`config.mk`:
```
export PLATFORM = sky130hd
export DESIGN_NAME = nic_csr_block
export DESIGN_NICKNAME = d
export VERILOG_FILES = /design/src/rtl/nic_csr_pkg.sv /design/src/rtl/csr_ctrl.sv /design/src/rtl/par_capture.sv /design/src/rtl/irq_merge.sv /design/src/rtl/nic_csr_block.sv
export SDC_FILE = /design/constraint.sdc
export NUM_CORES = 1
export LEC_CHECK = 0
export BUFFER_PORTS_ARGS = -buffer_cell sky130_fd_sc_hd__buf_4
export CAP_MARGIN = 40
export CORE_MARGIN = 2
export CORE_UTILIZATION = 45
export DETAILED_ROUTE_END_ITERATION = 7
export PLACE_DENSITY_LB_ADDON = 0.2
export SLEW_MARGIN = 5
export SYNTH_ARGS = -nofsm -noshare
export SYNTH_HDL_FRONTEND = slang
export SYNTH_SLANG_ARGS = --single-unit
```
`constraint.sdc`:
```
create_clock -name clk -period 1.2 [get_ports clk]
set_clock_uncertainty 0.1 [all_clocks]
set_input_delay 0.18 -clock clk [delete_from_list [all_inputs] [get_ports clk]]
set_output_delay 0.18 -clock clk [all_outputs]
set_load 0.01 [all_outputs]
```
`src/rtl/nic_csr_pkg.sv`:
```
package nic_csr_pkg;
    localparam int DATA_W = 16;
    localparam int ERR_ADDR_W = 20;
    localparam int LO_W = 16;
    localparam int HI_W = ERR_ADDR_W - LO_W;

    // status word bit positions
    localparam int B_RST   = 15;
    localparam int B_AIR   = 14;
    localparam int B_ATTN  = 13;
    localparam int B_IEN   = 12;
    localparam int B_PIEN  = 11;
    localparam int B_PFLAG = 9;
    localparam int B_IFLAG = 8;
    localparam int B_AUX   = 5;
    localparam int B_M256  = 4;

    // parity control bit positions
    localparam int B_ACK  = 8;
    localparam int B_SRC  = 7;
    localparam int B_LANE = 6;

    localparam logic [1:0] SEL_STAT  = 2'd0;
    localparam logic [1:0] SEL_PCTL  = 2'd1;
    localparam logic [1:0] SEL_PADDR = 2'd2;

    typedef struct packed {
        logic            rst;
        logic            air;
        logic            attn;
        logic            ien;
        logic            pien;
        logic            aux;
        logic            m256;
        logic [HI_W-1:0] hia;
        logic            iflag;
    } ctrl_t;

    typedef struct packed {
        logic            flag;
        logic            src;
        logic            lane;
        logic [HI_W-1:0] hi;
        logic [LO_W-1:0] lo;
    } par_t;
endpackage

```
`src/rtl/csr_ctrl.sv`:
```
module csr_ctrl
    import nic_csr_pkg::*;
(
    input  logic              clk,
    input  logic              rst_n,
    input  logic              wr_stat,
    input  logic [DATA_W-1:0] wdata,
    input  logic              irq_pulse,
    output ctrl_t             ctrl
);
    ctrl_t ctrl_d, ctrl_q;

    always_comb begin
        ctrl_d = ctrl_q;
        if (wr_stat) begin
            if (wdata[B_RST]) begin
                ctrl_d.rst  = 1'b1;
                ctrl_d.air  = 1'b0;
                ctrl_d.attn = 1'b0;
                ctrl_d.ien  = 1'b0;
                ctrl_d.pien = 1'b0;
                ctrl_d.aux  = 1'b0;
                ctrl_d.m256 = 1'b0;
                ctrl_d.hia  = '0;
            end else begin
                ctrl_d.rst  = 1'b0;
                ctrl_d.air  = wdata[B_AIR];
                ctrl_d.attn = wdata[B_ATTN];
                ctrl_d.ien  = wdata[B_IEN];
                ctrl_d.pien = wdata[B_PIEN];
                ctrl_d.aux  = wdata[B_AUX];
                ctrl_d.m256 = wdata[B_M256];
                ctrl_d.hia  = wdata[HI_W-1:0];
            end
            if (wdata[B_IFLAG]) ctrl_d.iflag = 1'b0;
        end
        if (irq_pulse) ctrl_d.iflag = 1'b1;
    end

    always_ff @(posedge clk) begin
        if (!rst_n) ctrl_q <= '0;
        else        ctrl_q <= ctrl_d;
    end

    assign ctrl = ctrl_q;

    p_reset_forces_zero_r3: assert property (@(posedge clk) disable iff (!rst_n)
        (wr_stat && wdata[B_RST]) |=> (ctrl_q.rst && !ctrl_q.air && !ctrl_q.attn &&
            !ctrl_q.ien && !ctrl_q.pien && !ctrl_q.aux && !ctrl_q.m256 && ctrl_q.hia == '0));
    p_pulse_sets_flag_r4: assert property (@(posedge clk) disable iff (!rst_n)
        irq_pulse |=> ctrl_q.iflag);
    p_flag_holds_r4: assert property (@(posedge clk) disable iff (!rst_n)
        (ctrl_q.iflag && !(wr_stat && wdata[B_IFLAG])) |=> ctrl_q.iflag);
endmodule

```
`src/rtl/par_capture.sv`:
```
module par_capture
    import nic_csr_pkg::*;
(
    input  logic                  clk,
    input  logic                  rst_n,
    input  logic                  ack,
    input  logic                  err,
    input  logic [ERR_ADDR_W-1:0] err_addr,
    input  logic                  err_lane,
    input  logic                  err_src,
    output par_t                  par
);
    par_t par_d, par_q;
    logic can_take;

    always_comb begin
        par_d    = par_q;
        can_take = !par_q.flag || ack;
        if (can_take && err) begin
            par_d.flag = 1'b1;
            par_d.src  = err_src;
            par_d.lane = err_lane;
            par_d.hi   = err_addr[ERR_ADDR_W-1:LO_W];
            par_d.lo   = err_addr[LO_W-1:0];
        end else if (ack) begin
            par_d.flag = 1'b0;
        end
    end

    always_ff @(posedge clk) begin
        if (!rst_n) par_q <= '0;
        else        par_q <= par_d;
    end

    assign par = par_q;

    p_capture_r5: assert property (@(posedge clk) disable iff (!rst_n)
        (err && !par_q.flag) |=> (par_q.flag && par_q.lo == $past(err_addr[LO_W-1:0])));
    p_frozen_r6: assert property (@(posedge clk) disable iff (!rst_n)
        (par_q.flag && !ack) |=> ($stable(par_q.lo) && $stable(par_q.hi) && par_q.flag));
    p_ack_clears_r7: assert property (@(posedge clk) disable iff (!rst_n)
        (ack && !err) |=> !par_q.flag);
endmodule

```
`src/rtl/irq_merge.sv`:
```
module irq_merge (
    input  logic iflag,
    input  logic ien,
    input  logic pflag,
    input  logic pien,
    output logic irq
);
    logic src_ctl, src_par;

    always_comb begin
        src_ctl = iflag & ien;
        src_par = pflag & pien;
        irq     = src_ctl | src_par;
    end
endmodule

```
`src/rtl/nic_csr_block.sv`:
```
module nic_csr_block
    import nic_csr_pkg::*;
(
    input  logic                  clk,
    input  logic                  rst_n,
    input  logic                  wr_en,
    input  logic [1:0]            wr_sel,
    input  logic [DATA_W-1:0]     wr_data,
    input  logic [1:0]            rd_sel,
    output logic [DATA_W-1:0]     rd_data,
    input  logic                  ctl_irq_pulse,
    input  logic                  par_err_pulse,
    input  logic [ERR_ADDR_W-1:0] par_err_addr,
    input  logic                  par_err_lane,
    input  logic                  par_err_src,
    output logic                  brd_reset,
    output logic                  on_air,
    output logic                  attn,
    output logic                  aux_bus_en,
    output logic                  mem_256k,
    output logic [HI_W-1:0]       hi_addr,
    output logic                  host_irq
);
    ctrl_t ctrl;
    par_t  par;
    logic  wr_stat, wr_pctl, ack;
    logic [DATA_W-1:0] stat_word, pctl_word;

    always_comb begin
        wr_stat = wr_en && (wr_sel == SEL_STAT);
        wr_pctl = wr_en && (wr_sel == SEL_PCTL);
        ack     = wr_pctl && wr_data[B_ACK];
    end

    csr_ctrl u_ctrl (
        .clk(clk), .rst_n(rst_n), .wr_stat(wr_stat), .wdata(wr_data),
        .irq_pulse(ctl_irq_pulse), .ctrl(ctrl)
    );

    par_capture u_par (
        .clk(clk), .rst_n(rst_n), .ack(ack), .err(par_err_pulse),
        .err_addr(par_err_addr), .err_lane(par_err_lane), .err_src(par_err_src),
        .par(par)
    );

    irq_merge u_irq (
        .iflag(ctrl.iflag), .ien(ctrl.ien), .pflag(par.flag), .pien(ctrl.pien),
        .irq(host_irq)
    );

    always_comb begin
        stat_word          = '0;
        stat_word[B_RST]   = ctrl.rst;
        stat_word[B_AIR]   = ctrl.air;
        stat_word[B_ATTN]  = ctrl.attn;
        stat_word[B_IEN]   = ctrl.ien;
        stat_word[B_PIEN]  = ctrl.pien;
        stat_word[B_PFLAG] = par.flag;
        stat_word[B_IFLAG] = ctrl.iflag;
        stat_word[B_AUX]   = ctrl.aux;
        stat_word[B_M256]  = ctrl.m256;
        stat_word[HI_W-1:0] = ctrl.hia;

        pctl_word          = '0;
        pctl_word[B_SRC]   = par.src;
        pctl_word[B_LANE]  = par.lane;
        pctl_word[HI_W-1:0] = par.hi;

        case (rd_sel)
            SEL_STAT:  rd_data = stat_word;
            SEL_PCTL:  rd_data = pctl_word;
            SEL_PADDR: rd_data = par.lo;
            default:   rd_data = '0;
        endcase
    end

    assign brd_reset  = ctrl.rst;
    assign on_air     = ctrl.air;
    assign attn       = ctrl.attn;
    assign aux_bus_en = ctrl.aux;
    assign mem_256k   = ctrl.m256;
    assign hi_addr    = ctrl.hia;

    p_irq_has_source_r8: assert property (@(posedge clk) disable iff (!rst_n)
        host_irq |-> (ctrl.iflag || par.flag));
    p_attn_follows_write_r2: assert property (@(posedge clk) disable iff (!rst_n)
        (wr_stat && !wr_data[B_RST]) |=> (attn == $past(wr_data[B_ATTN])));
    p_pctl_readonly_ack_r9: assert property (@(posedge clk) disable iff (!rst_n)
        (rd_sel == SEL_PCTL) |-> (rd_data[15:8] == 8'h00));
endmodule

```
---- Word level (Yosys, flattened, before mapping) ----
Cells that the tools add are included.
word-level totals
  register bits after elaboration ......... 35
  output and inout port bits .............. 26
  word-level logic and storage cells ...... 39
operators by class
  eq/ne operators ......................... 3
  muxes and demuxes ....................... 7
  bitwise gates (word level) .............. 3
  reductions and logical operators ........ 12
operators by type and width
  kind                  number
  $pmux W16 S3          1
  $mux W11              1
  $reduce_bool A2 Y1    3
  $mux W1               5
  $eq A2 B1 Y1 const B  2
  $logic_and A1 B1 Y1   4
  $logic_not A2 Y1      2
  $and A1 B1 Y1         2
  $eq A2 B2 Y1 const B  1
  $reduce_and A2 Y1     1
  $logic_not A1 Y1      1
  $logic_or A1 B1 Y1    1
  $or A1 B1 Y1          1

---- Logic depth before layout (Yosys ltp) ----
  word-level depth ........................ 6
  depth in mapped cells ................... 5
  gate-level depth less buffers ........... 3

---- Cells and area by module ----
Synthesis repeated with hierarchy kept, for this count alone.
second synthesis, totals
  cells, all modules ...................... 189
  area total of the unflattened synthesis .. 1741.7 sq um
modules (own cells, without submodules)
  module         instances  cells each  area each (sq um)  seq. area each (sq um)
  par_capture    1          100         952.2              460.4
  csr_ctrl       1          52          489.2              240.2
  nic_csr_block  1          36          291.5              0.0
  irq_merge      1          1           8.8                0.0

---- Worst setup path before layout ----
No wires, ideal clock.
  path kind ............................... reg2out
  start point ............................. register u_par.par_q (netlist bit u_par.par[22])
  end point ............................... output port rd_data[9]
  arrival ................................. 0.964 ns
  setup slack ............................. -0.044 ns
  cell stages (with the launch flop) ...... 5
  cells stage by stage .................... dfxtp_1 > buf_2 > clkbuf_1 > mux2i_1 > nor2_1
between the ends
  cells in the longest elaborated chain, start to end .. 1
ends and longest elaborated chain
  what                    line                 text
  start, declared         par_capture.sv:13    par_t par_d, par_q;
  start signal, assigned  par_capture.sv:32    else par_q <= par_d;
  $pmux W16 S3            nic_csr_block.sv:69  case (rd_sel)
  end, declared           nic_csr_block.sv:10  output logic [DATA_W-1:0] rd_data,
Every way passes these cells.

---- Final worst setup path ----
Ends and elaborated chain as after synthesis.

==> impl_results.md <==
- Vias after detailed routing: between 2000 and 2500
- HPWL after detailed placement: approximately 4.4 mm
- Post-synth top area cell: sky130_fd_sc_hd__dfxtp_1
- TritonCTS clock tree: done
- Clock tree sinks: 35
- Violated checks: setup timing
- Synth Net Count: 304
- Global-route wire length before repair: around 11 mm
- Peak Freq: between 0.7 and 0.8 GHz
- Cell chain of the critical path: buf_12 -> mux2i_1 -> nor2_1 -> buf_4
- Ports placed on the boundary: 73
- Mean post-synth cell area: 8.27 um2
- Inst Count DP: between 300 and 400
- Final estimated routing congestion in global placement: ~0.84
- Worst path required time: 0.92 ns
- Final worst-path cycle share: 1.15
- Vias/cell: roughly 6
- Core region area: between 4000 and 5000 um2
- Slew at the pin closest to its max-slew limit: about 0.4 ns
- Buffers added on ports: 68
- LEAKAGE: ~1.4 nW
- Least setup slack across all paths after layout: -0.181 ns
- Largest net degree at the start of global routing: 34
- Power density of the placed cells: between 800 and 900 nW/um2
- Die area: 5290 um2
- Post-synthesis to final-layout area growth: 57.7%
- Post-layout net count: roughly 400
- Via count of the first global-routing pass: roughly 2300
- Dominant synthesized flop cell: sky130_fd_sc_hd__dfxtp_1
- Cell with the most instances after synthesis: sky130_fd_sc_hd__dfxtp_1
- Largest driver fanout on the critical path: 3
- Die W: just over 70 um
- Drt total wl: roughly 6.9 mm
- Worst-skew pair later-pin latency: just under 0.3 ns
- Area of the mapped netlist: roughly 2100 um2
- Cell types occupying the most area after synthesis: sky130_fd_sc_hd__dfxtp_1 33%, sky130_fd_sc_hd__and3b_1 9.1%, sky130_fd_sc_hd__o211ai_1 7.8%, sky130_fd_sc_hd__a31oi_1 6.8%, sky130_fd_sc_hd__nand4_1 6.5%
- Shortest clock period the worst path allows after layout: roughly 1.4 ns
- Residual antenna-violating net count after detailed routing: 0
- Outcome: finished with violations
- Relative slew slack: 0.735
- Routed len/inst: ~17 um
- Critical-path cell with the highest stage delay: sky130_fd_sc_hd__dfxtp_2
- Clock transition at path regs: about 0.070 ns
- Drt first-iter violations: 211
- Maximum root-to-sink buffer count: 2
- Synth cell count leaders: 35 x sky130_fd_sc_hd__dfxtp_1, 23 x sky130_fd_sc_hd__a31oi_1
- Fin. Hold Viols: 0
- Slack of the worst reg-to-reg path: ~0.03 ns
- R2r worst-path depth: 5
- Data arrival time at the worst-slack endpoint: around 1.1 ns
- Critical path endpoint: rd_data[9]
- R2r startpoint: u_par.par[22]
- Async set-reset flop share out of synthesis: 0
- Class of the tightest hold or removal check: in -> reg
- Number of different library cells in the post-synthesis netlist: 26
- H-tree levels: 2
- Count of TritonRoute iterations in the first routing pass: 4
- Number of instances in the synthesized netlist: 257
- Number of placement rows: 24
- Antenna violations before repair: 0
- Setup crit start: u_par.par[22]
- Category of the worst setup path capture point: primary output
- GRT Total Usage: 0.259
- Initial core utilization: 0.478
- Peak supply drop: ~0.00057 V
- Area share of the largest cell type after synthesis: 0.330
- Overall power after layout: roughly 2.9 mW
- RSZ-0062 raised after global routing: yes
- Number of flops mapped to enable cells by yosys: 0
- Kind of critical path: reg -> out
- Post-synthesis sequential element count: 35
- Number of buffers added by the clock tree synthesis step: 5
- Slowest cell delay on critical path: 0.33 ns
- Number of standard cells in the layout, taps in and fillers out: between 400 and 500
- Part of the Yosys area used for sequential elements: 0.330
- Max-capacitance violation count: 0
- Final setup viols: 16
- Ant. Diodes: 0
- # DRC: 0
- Die height: between 70 and 80 um
- Total count of max-transition violations in the final report: 0
- Gr ovfl total: 0
- Synthesis Warnings: 0
- Critical path launch point type: flip-flop
- FF-to-FF End: u_par.par[19]
- Share of cells above drive strength 1: 0.487
- Cell at the root of the clock tree: sky130_fd_sc_hd__clkbuf_8
## worst max-delay path, delay by kind of cell (launching register included)
family / cells / cell delay (ns)
AND/OR/NAND/NOR: 1 / 0.08
buffers and inverters: 2 / 0.26
multiplexers: 1 / 0.14
flip-flops: 1 / 0.33
## cell families (layout without fill, tap and decap cells)
group	after synthesis	after routing	share of synthesized area
and+or+nand+nor	109	109	0.315
AOI/OAI and AO/OA	65	65	0.212
DFF	35	35	0.330
buffers and inverters	35	131	0.0819
muxes	13	13	0.0612
## layout by cell type (no fill, tap or decap), drive strengths merged
master and instances:
and4b 1, nor3b 1, or3b 1, nand3b 10, nand4 22, a31oi 23, nor2 10, and3b 22
clkinv 1, dlygate4sd3 1, dfxtp 35, a21boi 11, o21ai 5, clkbuf 8, nand3 22, and2 2
nor2b 2, mux2i 13, a22o 3, o211ai 22, nand2 16, buf 119, o21a 1, inv 2
## sequential cells by signal, indices dropped and copies added, names as in the netlist
signal       flops
u_ctrl.ctrl     12
u_par.par       23
## layout make-up
| type | count | area, um2 |
|---|---|---|
| Clock buffer | 7 | 76.3 |
| Fill cell | 315 | 1090 |
| Timing Repair Buffer | 121 | 1030 |
| Inverter | 2 | 10.0 |
| Tap cell | 52 | 65.1 |
| Clock inverter | 1 | 5.00 |
| Multi-Input combinational cell | 187 | 1430 |
| Sequential cell | 35 | 737 |
## worst min-delay path by stage
stage                      to  slack, ns  cells after the start        startpoint
2_1_floorplan  u_ctrl.ctrl[0]       0.19                      1        wr_data[8]
3_3_place_gp   u_ctrl.ctrl[0]       0.28                      2        wr_data[8]
3_5_place_dp   u_ctrl.ctrl[0]       0.28                      2        wr_data[8]
4_1_cts        u_ctrl.ctrl[0]       0.03                      3     ctl_irq_pulse
5_1_grt         u_par.par[12]       0.03                      3  par_err_addr[12]
6_report        u_par.par[12]       0.03                      3  par_err_addr[12]
## layer usage
layer | wire [um] | global-route usage
met1 | 3000 | 0.330
met2 | 3570 | 0.443
met3 | 302 | 0.0525
met4 | 62 | 0.0700
met5 | 0 | 0
## where the power goes
group / total (mW) / internal (mW) / switching [mW] / leakage [nW]
registers: 1.30 / 1.25 / 0.0498 / 0.299
clock network: 0.854 / 0.408 / 0.446 / 0.0422
logic: 0.783 / 0.421 / 0.362 / 1.10
total: 2.93 / 2.07 / 0.858 / 1.44
## what timing repair did
action,4_1_cts,5_1_grt
pin swaps,0,7
gates cloned,0,1
setup buffers,23,2
setup endpoints to repair,16,37
endpoints found under the hold margin,1,0
hold buffers,1,0
gates resized for setup,32,27
## metrics by stage
| step | util | setup slack [ns] | setup TNS [ns] | hold WS, ns | cell area (um2) |
|---|---|---|---|---|---|
| after floorplan | - | 0.0215 | 0 | 0.187 | 2130 |
| after global placement | 0.628 | -0.0633 | -0.811 | 0.283 | 2790 |
| after detailed placement | 0.628 | -0.105 | -1.18 | 0.283 | 2790 |
| after CTS | 0.697 | -0.155 | -0.908 | 0.0257 | 3100 |
| after global routing | 0.754 | -0.249 | -1.75 | 0.0312 | 3350 |
| final | 0.754 | -0.181 | -0.960 | 0.0328 | 3350 |
No activity file was read; power rests on OpenSTA's default activity.
